### config.mk
export PLATFORM = sky130hd
export DESIGN_NAME = bus_phase_seq
export DESIGN_NICKNAME = d
export VERILOG_FILES = /design/src/rtl/seq_pkg.sv /design/src/rtl/seq_timer_dp.sv /design/src/rtl/seq_ctrl.sv /design/src/rtl/bus_phase_seq.sv
export SDC_FILE = /design/constraint.sdc
export NUM_CORES = 1
export LEC_CHECK = 0
export BUFFER_PORTS_ARGS = -buffer_cell sky130_fd_sc_hd__clkbuf_2
export CELL_PAD_IN_SITES_DETAIL_PLACEMENT = 0
export CELL_PAD_IN_SITES_GLOBAL_PLACEMENT = 1
export CORE_MARGIN = 4
export CORE_UTILIZATION = 33
export CTS_BUF_LIST = sky130_fd_sc_hd__clkbuf_8 sky130_fd_sc_hd__clkbuf_16
export DETAILED_ROUTE_END_ITERATION = 6
export GPL_ROUTABILITY_DRIVEN = 0
export PLACE_DENSITY = 0.88
export SLEW_MARGIN = 5
export SYNTH_ARGS = -nofsm -noshare
export SYNTH_HDL_FRONTEND = slang
export SYNTH_HIERARCHICAL = 1
export SYNTH_SLANG_ARGS = --single-unit
### constraint.sdc
create_clock -name clk -period 4.96 [get_ports clk]
set_clock_uncertainty 0.2 [all_clocks]
set_input_delay 0.992 -clock clk [delete_from_list [all_inputs] [get_ports clk]]
set_output_delay 0.992 -clock clk [all_outputs]
set_load 0.005 [all_outputs]
### src/rtl/seq_pkg.sv
package seq_pkg;

  localparam int NUM_PHASES = 3;
  localparam int SEL_W = $clog2(NUM_PHASES);

  typedef enum logic [2:0] {
    ST_IDLE       = 3'd0,
    ST_WAIT_SETUP = 3'd1,
    ST_ARM_HOLD   = 3'd2,
    ST_WAIT_HOLD  = 3'd3,
    ST_ARM_STOP   = 3'd4,
    ST_WAIT_STOP  = 3'd5,
    ST_FINISH     = 3'd6
  } seq_state_e;

  typedef enum logic [SEL_W-1:0] {
    PH_SETUP = 2'd0,
    PH_HOLD  = 2'd1,
    PH_STOP  = 2'd2
  } phase_sel_e;

  typedef struct packed {
    logic       load;
    phase_sel_e sel;
  } timer_strb_t;

endpackage

### src/rtl/seq_timer_dp.sv
module seq_timer_dp
  import seq_pkg::*;
#(
  parameter int TIMER_W = 8
) (
  input  logic               clk,
  input  logic               rst,
  input  timer_strb_t        strb,
  input  logic [TIMER_W-1:0] setupDelay,
  input  logic [TIMER_W-1:0] holdDelay,
  input  logic [TIMER_W-1:0] stopDelay,
  output logic [TIMER_W-1:0] timerVal,
  output logic               timerZero
);

  localparam logic [TIMER_W-1:0] ONE  = TIMER_W'(1);
  localparam logic [TIMER_W-1:0] ZERO = '0;

  logic [TIMER_W-1:0] timerQ;
  logic [TIMER_W-1:0] loadVal;

  // Pick the delay of the phase being armed
  always_comb begin
    unique case (strb.sel)
      PH_HOLD: loadVal = holdDelay;
      PH_STOP: loadVal = stopDelay;
      default: loadVal = setupDelay;
    endcase
  end

  // Load beats decrement; saturate at zero
  always_ff @(posedge clk) begin
    if (rst) begin
      timerQ <= ZERO;
    end else if (strb.load) begin
      timerQ <= loadVal;
    end else if (timerQ != ZERO) begin
      timerQ <= timerQ - ONE;
    end
  end

  assign timerVal  = timerQ;
  assign timerZero = (timerQ == ZERO);

  AST_LOAD_TAKES: assert property (@(posedge clk) disable iff (rst)
    strb.load |=> timerQ == $past(loadVal));

  AST_COUNT_DOWN: assert property (@(posedge clk) disable iff (rst)
    (!strb.load && timerQ != ZERO) |=> timerQ == $past(timerQ) - ONE);

  AST_HOLD_ZERO: assert property (@(posedge clk) disable iff (rst)
    (!strb.load && timerQ == ZERO) |=> timerQ == ZERO);

endmodule

### src/rtl/seq_ctrl.sv
module seq_ctrl
  import seq_pkg::*;
(
  input  logic        clk,
  input  logic        rst,
  input  logic        startReq,
  input  logic        timerZero,
  output seq_state_e  state,
  output logic        done,
  output timer_strb_t strb
);

  seq_state_e stateQ, stateD;
  logic       isWait;

  always_comb begin
    stateD    = stateQ;
    strb.load = 1'b0;
    strb.sel  = PH_SETUP;
    unique case (stateQ)
      ST_IDLE: begin
        if (startReq) begin
          strb.load = 1'b1;
          strb.sel  = PH_SETUP;
          stateD    = ST_WAIT_SETUP;
        end
      end
      ST_WAIT_SETUP: if (timerZero) stateD = ST_ARM_HOLD;
      ST_ARM_HOLD: begin
        strb.load = 1'b1;
        strb.sel  = PH_HOLD;
        stateD    = ST_WAIT_HOLD;
      end
      ST_WAIT_HOLD: if (timerZero) stateD = ST_ARM_STOP;
      ST_ARM_STOP: begin
        strb.load = 1'b1;
        strb.sel  = PH_STOP;
        stateD    = ST_WAIT_STOP;
      end
      ST_WAIT_STOP: if (timerZero) stateD = ST_FINISH;
      ST_FINISH:    stateD = ST_IDLE;
      default:      stateD = ST_IDLE;
    endcase
  end

  always_ff @(posedge clk) begin
    if (rst) stateQ <= ST_IDLE;
    else     stateQ <= stateD;
  end

  assign state  = stateQ;
  assign done   = (stateQ == ST_FINISH);
  assign isWait = (stateQ == ST_WAIT_SETUP) || (stateQ == ST_WAIT_HOLD) ||
                  (stateQ == ST_WAIT_STOP);

  AST_WAIT_EXIT: assert property (@(posedge clk) disable iff (rst)
    (isWait && timerZero) |=> stateQ != $past(stateQ));

  AST_WAIT_STAY: assert property (@(posedge clk) disable iff (rst)
    (isWait && !timerZero) |=> $stable(stateQ));

  AST_ARM_ONE: assert property (@(posedge clk) disable iff (rst)
    (stateQ == ST_ARM_HOLD || stateQ == ST_ARM_STOP) |=> stateQ == $past(stateQ) + 3'd1);

  AST_DONE_PULSE: assert property (@(posedge clk) disable iff (rst)
    done |=> (!done && stateQ == ST_IDLE));

  AST_IDLE_HOLD: assert property (@(posedge clk) disable iff (rst)
    (stateQ == ST_IDLE && !startReq) |=> stateQ == ST_IDLE);

endmodule

### src/rtl/bus_phase_seq.sv
module bus_phase_seq
  import seq_pkg::*;
#(
  parameter int TIMER_W = 8
) (
  input  logic               clk,
  input  logic               rst,
  input  logic               startReq,
  input  logic [TIMER_W-1:0] setupDelay,
  input  logic [TIMER_W-1:0] holdDelay,
  input  logic [TIMER_W-1:0] stopDelay,
  output logic [2:0]         seqState,
  output logic               done,
  output logic [TIMER_W-1:0] timerVal
);

  timer_strb_t strb;
  seq_state_e  state;
  logic        timerZero;

  seq_ctrl ctrl_i (
    .clk       (clk),
    .rst       (rst),
    .startReq  (startReq),
    .timerZero (timerZero),
    .state     (state),
    .done      (done),
    .strb      (strb)
  );

  seq_timer_dp #(.TIMER_W(TIMER_W)) dp_i (
    .clk        (clk),
    .rst        (rst),
    .strb       (strb),
    .setupDelay (setupDelay),
    .holdDelay  (holdDelay),
    .stopDelay  (stopDelay),
    .timerVal   (timerVal),
    .timerZero  (timerZero)
  );

  assign seqState = state;

endmodule

# Word level (Yosys, flattened, before mapping)
# Index checks and enable logic that the tools add are counted.
# Widths: inputs -> output; s select.
[op_classes]
n_addsub = 1
n_eq_ne = 12
n_mux = 10
n_reduce_logical = 5
[op_table]
columns = ["op", "count"]
rows = [
  ["$pmux 3 s6", 1],
  ["$mux 8", 2],
  ["$pmux 8 s2", 1],
  ["$mux 3", 5],
  ["$eq 3x3->1 const B", 3],
  ["$pmux 3 s3", 1],
  ["$logic_not 8->1", 1],
  ["$reduce_bool 8->1", 1],
  ["$sub 8x1->8 const B", 1],
  ["$eq 3x2->1 const B", 2],
  ["$ne 2x1->1 const B", 3],
  ["$reduce_and 4->1", 1],
  ["$eq 3x1->1 const B", 1],
  ["$logic_not 3->1", 1],
  ["$eq 2x1->1 const B", 1],
  ["$eq 2x2->1 const B", 1],
  ["$ne 2x2->1 const B", 1],
  ["$reduce_bool 2->1", 1],
]
[totals]
ff_bits = 11
output_inout_bits = 12
word_cells = 30

# Logic depth before layout (Yosys ltp)
[logic_depth]
ltp_word = 5
depth_mapped = 8

# Modules after synthesis
# Netlist, hierarchy kept.
[by_module_without_submodules]
columns = ["module", "instances", "cells_per_inst", "area_each_um2"]
rows = [
  ["seq_timer_dp", 1, 77, 630.6],
  ["seq_ctrl", 1, 20, 165.2],
]

# Least setup slack after synthesis
# OpenSTA, ideal clock, no wires.
[synth_path]
path_type = "input to register"
start = "in startReq"
end = "reg dp_i.timerQ[7], in the netlist dp_i/timerVal[7]"
setup_ns = 0.115
arrival_time_ns = 2.135
t_required_ns = 4.645
slack_ns = 2.511
path_stages = 7
n_path_buf = 1
cell_sequence = "nor3_1 -> nor3b_1 -> clkbuf_2 -> or4_1 -> o21bai_1 -> a31oi_1 -> o21a_1"
[synth_lines]
columns = ["item", "line_no", "source"]
rows = [
  ["start: declaration", "bus_phase_seq.sv:8", "input logic startReq,"],
  ["end signal: assignment", "seq_timer_dp.sv:36", "timerQ <= loadVal;"],
  ["end signal: assignment", "seq_timer_dp.sv:38", "timerQ <= timerQ - ONE;"],
  ["end: declaration", "seq_timer_dp.sv:19", "logic [TIMER_W-1:0] timerQ;"],
]

==> results.sh <==
export IMPL_vias=847
export IMPL_use_met3=0.0158
export IMPL_ys_types=37
export IMPL_grt_usage=0.126
export IMPL_hold_viol_final=0
export IMPL_leakagePower_nw=0.493
export IMPL_clk_pin_slew_worst_paths_ps=50
export IMPL_drt_wl_total_mm=2.02
export IMPL_p_per_area_nw_per_um2=514
export IMPL_final_min_clock_period_ps=2490
export IMPL_synth_area_sq_um=796
export IMPL_post_cts_repair_setup_buffers=0
export IMPL_drv_slew=0
export IMPL_ios=39
export IMPL_slowest_stage="or4_1"
export IMPL_die_w_um=57.1
export IMPL_max_slew_worst_pin_slew_ps=471
export IMPL_grt_max_degree=19
export IMPL_core_area_sq_um=2250
export IMPL_criticalPathCategory="input port to flip-flop"
export IMPL_start_util=0.353
export IMPL_cts_tree="done"
export IMPL_setup_tns_ps=0
export IMPL_crit_buf_inv=2
export IMPL_yosys_area_share_simple=0.310
export IMPL_cap_violations=0
export IMPL_path_cells="clkbuf_2, nor3_1, nor3b_1, buf_4, or4_1, o21bai_1, a31oi_1, o21a_1"
export IMPL_synthFlopType="dfxtp_1"
export IMPL_synth_adder_area_share=0.0472
export IMPL_synth_edf_count=0
export IMPL_overflow=0
export IMPL_syn_to_final_growth_pct=31.9
export IMPL_synth_mux_area_frac=0
export IMPL_fmaxAchievable_ghz=0.402
export IMPL_cts_hold_buf=0
export IMPL_diodes=0
export IMPL_yosysWarnings=6
export IMPL_slowest_delay_ps=400
export IMPL_ant_nets=0
export IMPL_row_count=17
export IMPL_synthXorXnorAreaFrac=0.0550
export IMPL_worstPathRequired_ps=4890
export IMPL_clk_path_buf_depth=2
export IMPL_dr_pass1_iters=4
export IMPL_clkLatencyLatePin_ps=230
export IMPL_die_y_um=57.1
export IMPL_setup_violations_final=0
export IMPL_holdPathEnd="ctrl_i/state[2]"
export IMPL_final_cell_mix="38 x clkbuf_2, 11 x nand2_1, 11 x dfxtp_1"
export IMPL_synthCells=97
export IMPL_hp_class="flip-flop to flip-flop"
export IMPL_cp_end_kind="flip-flop"
export IMPL_nNetsFinal=166
export IMPL_synth_top_family_by_area="simple AND/OR/NAND/NOR gates"
export IMPL_r2r_start="dp_i/timerVal[0]"
export IMPL_ir_drop_mv=0.235
export IMPL_async_flop_share=0
export IMPL_cts_root_buf="clkbuf_8"
export IMPL_postSynthAreaPerCell_sq_um=8.20
export IMPL_r2r_end="ctrl_i/state[1]"
export IMPL_wl_per_cell_um=12.4
export IMPL_grt_pass1_vias=760
export IMPL_drive_above_1_share=0.363
export IMPL_synth_nets=127
export IMPL_met2_usage=0.186
export IMPL_antenna_found_initial=0
export IMPL_use_met1=0.177
export IMPL_synth_seq_cells=11
export IMPL_r2r_cells=7
export IMPL_min_delay_start="ctrl_i/state[0]"
export IMPL_drc_errors=0
export IMPL_cts_sinks=11
export IMPL_htree_levels=1
export IMPL_r2r_setup_slack_ps=2720
export IMPL_final_common_cell="clkbuf_2"
export IMPL_crit_fanout=18
export IMPL_drtIter0Drc=18
export IMPL_synth_compound_area_share=0.258
export IMPL_cp_start_kind="input port"
export IMPL_cp_top_family="simple AND/OR/NAND/NOR gates"
export IMPL_yosysSeqAreaShare=0.277
export IMPL_status="finished, final reports clean"
export IMPL_dpl_hpwl_mm=1.61
export IMPL_busiest_layer="met2"
export IMPL_fin_crit_sh=0.502
export IMPL_rsz0062_at_grt="no"
export IMPL_portBuffers=38
export IMPL_power_mw=0.540
export IMPL_postCtsResizedCells=0
export IMPL_dieArea_sq_um=3260
export IMPL_cts_buffers=3
export IMPL_slew_headroom=0.684
export IMPL_grt_pass1_wl_mm=3.35
export IMPL_viasPerCell=5.20
export IMPL_holdPathStages=2
export IMPL_cp_arrival_ps=2410
## power by group
part	internal [mW]	switching [mW]
Clock	0.0542	0.0319
Sequential	0.124	0.0518
Combinational	0.142	0.136
## logic make-up (layout without fill, tap and decap cells)
kind of cell             count (synthesis)  count (layout)
AO/OA/AOI/OAI                           28              28
AND/OR/NAND/NOR                         40              40
buffers and inverters                   10              48
XOR/XNOR                                 5               5
flip-flops                              11              11
adder cells (fa/ha/maj)                  3               3
## registers in the layout, summed over array words and instances (netlist names)
name / count
dp_i/timerVal: 8
ctrl_i/state: 3
## worst min-delay path, delay by kind of cell, from the launching register on
family	cells	cell delay (ps)
AND/OR/NAND/NOR	1	90
flip-flops	1	370
AO/OA/AOI/OAI	1	50
## per-stage QoR
| step | hold slack [ps] | std cells | area, sq um | utilization | worst slack (ps) |
|---|---|---|---|---|---|
| after floorplan | 332 | 97 | 796 | - | 2510 |
| after global placement | 363 | 159 | 1000 | 0.446 | 2300 |
| after detailed placement | 368 | 159 | 1000 | 0.446 | 2250 |
| after CTS | 376 | 163 | 1050 | 0.466 | 2490 |
| after global routing | 417 | 163 | 1050 | 0.466 | 2310 |
| final | 373 | 163 | 1050 | 0.466 | 2470 |
## cell usage after synthesis (all sizes together) (3+ instances only)
cell	count	area share
a221o	4	0.050
nor3	5	0.031
nor3b	4	0.038
o21a	3	0.028
a21oi	3	0.024
inv	5	0.024
nand2	12	0.060
nor4	4	0.050
a22o	3	0.033
o21ai	5	0.031
a31oi	3	0.024
ha	3	0.047
nor2	3	0.014
clkbuf	5	0.030
xor2	4	0.044
dfxtp	11	0.28
## cell type report
class | instances | area (sq um)
Fill cell | 249 | 1200
Multi-Input combinational cell | 76 | 533
Sequential cell | 11 | 220
Timing Repair Buffer | 39 | 198
Clock buffer | 3 | 41.3
Tap cell | 28 | 35.0
Inverter | 5 | 18.8
Clock inverter | 1 | 3.75
## worst max path at each step
stage                        start                to  slack (ps)  cells past startpoint
after floorplan           startReq  dp_i/timerVal[7]        2510                      7
after global placement    startReq  dp_i/timerVal[6]        2300                      8
after detailed placement  startReq  dp_i/timerVal[6]        2250                      8
after CTS                 startReq  dp_i/timerVal[7]        2490                      8
after global routing      startReq  dp_i/timerVal[7]        2310                      8
final                     startReq  dp_i/timerVal[7]        2470                      8
## metal layers
metal  share of wire  wire length [um]
met2            0.48               958
met1            0.49               979
met3           0.038                76
met4               0                 0
met5               0                 0
Power figures use the tool's default switching activity.
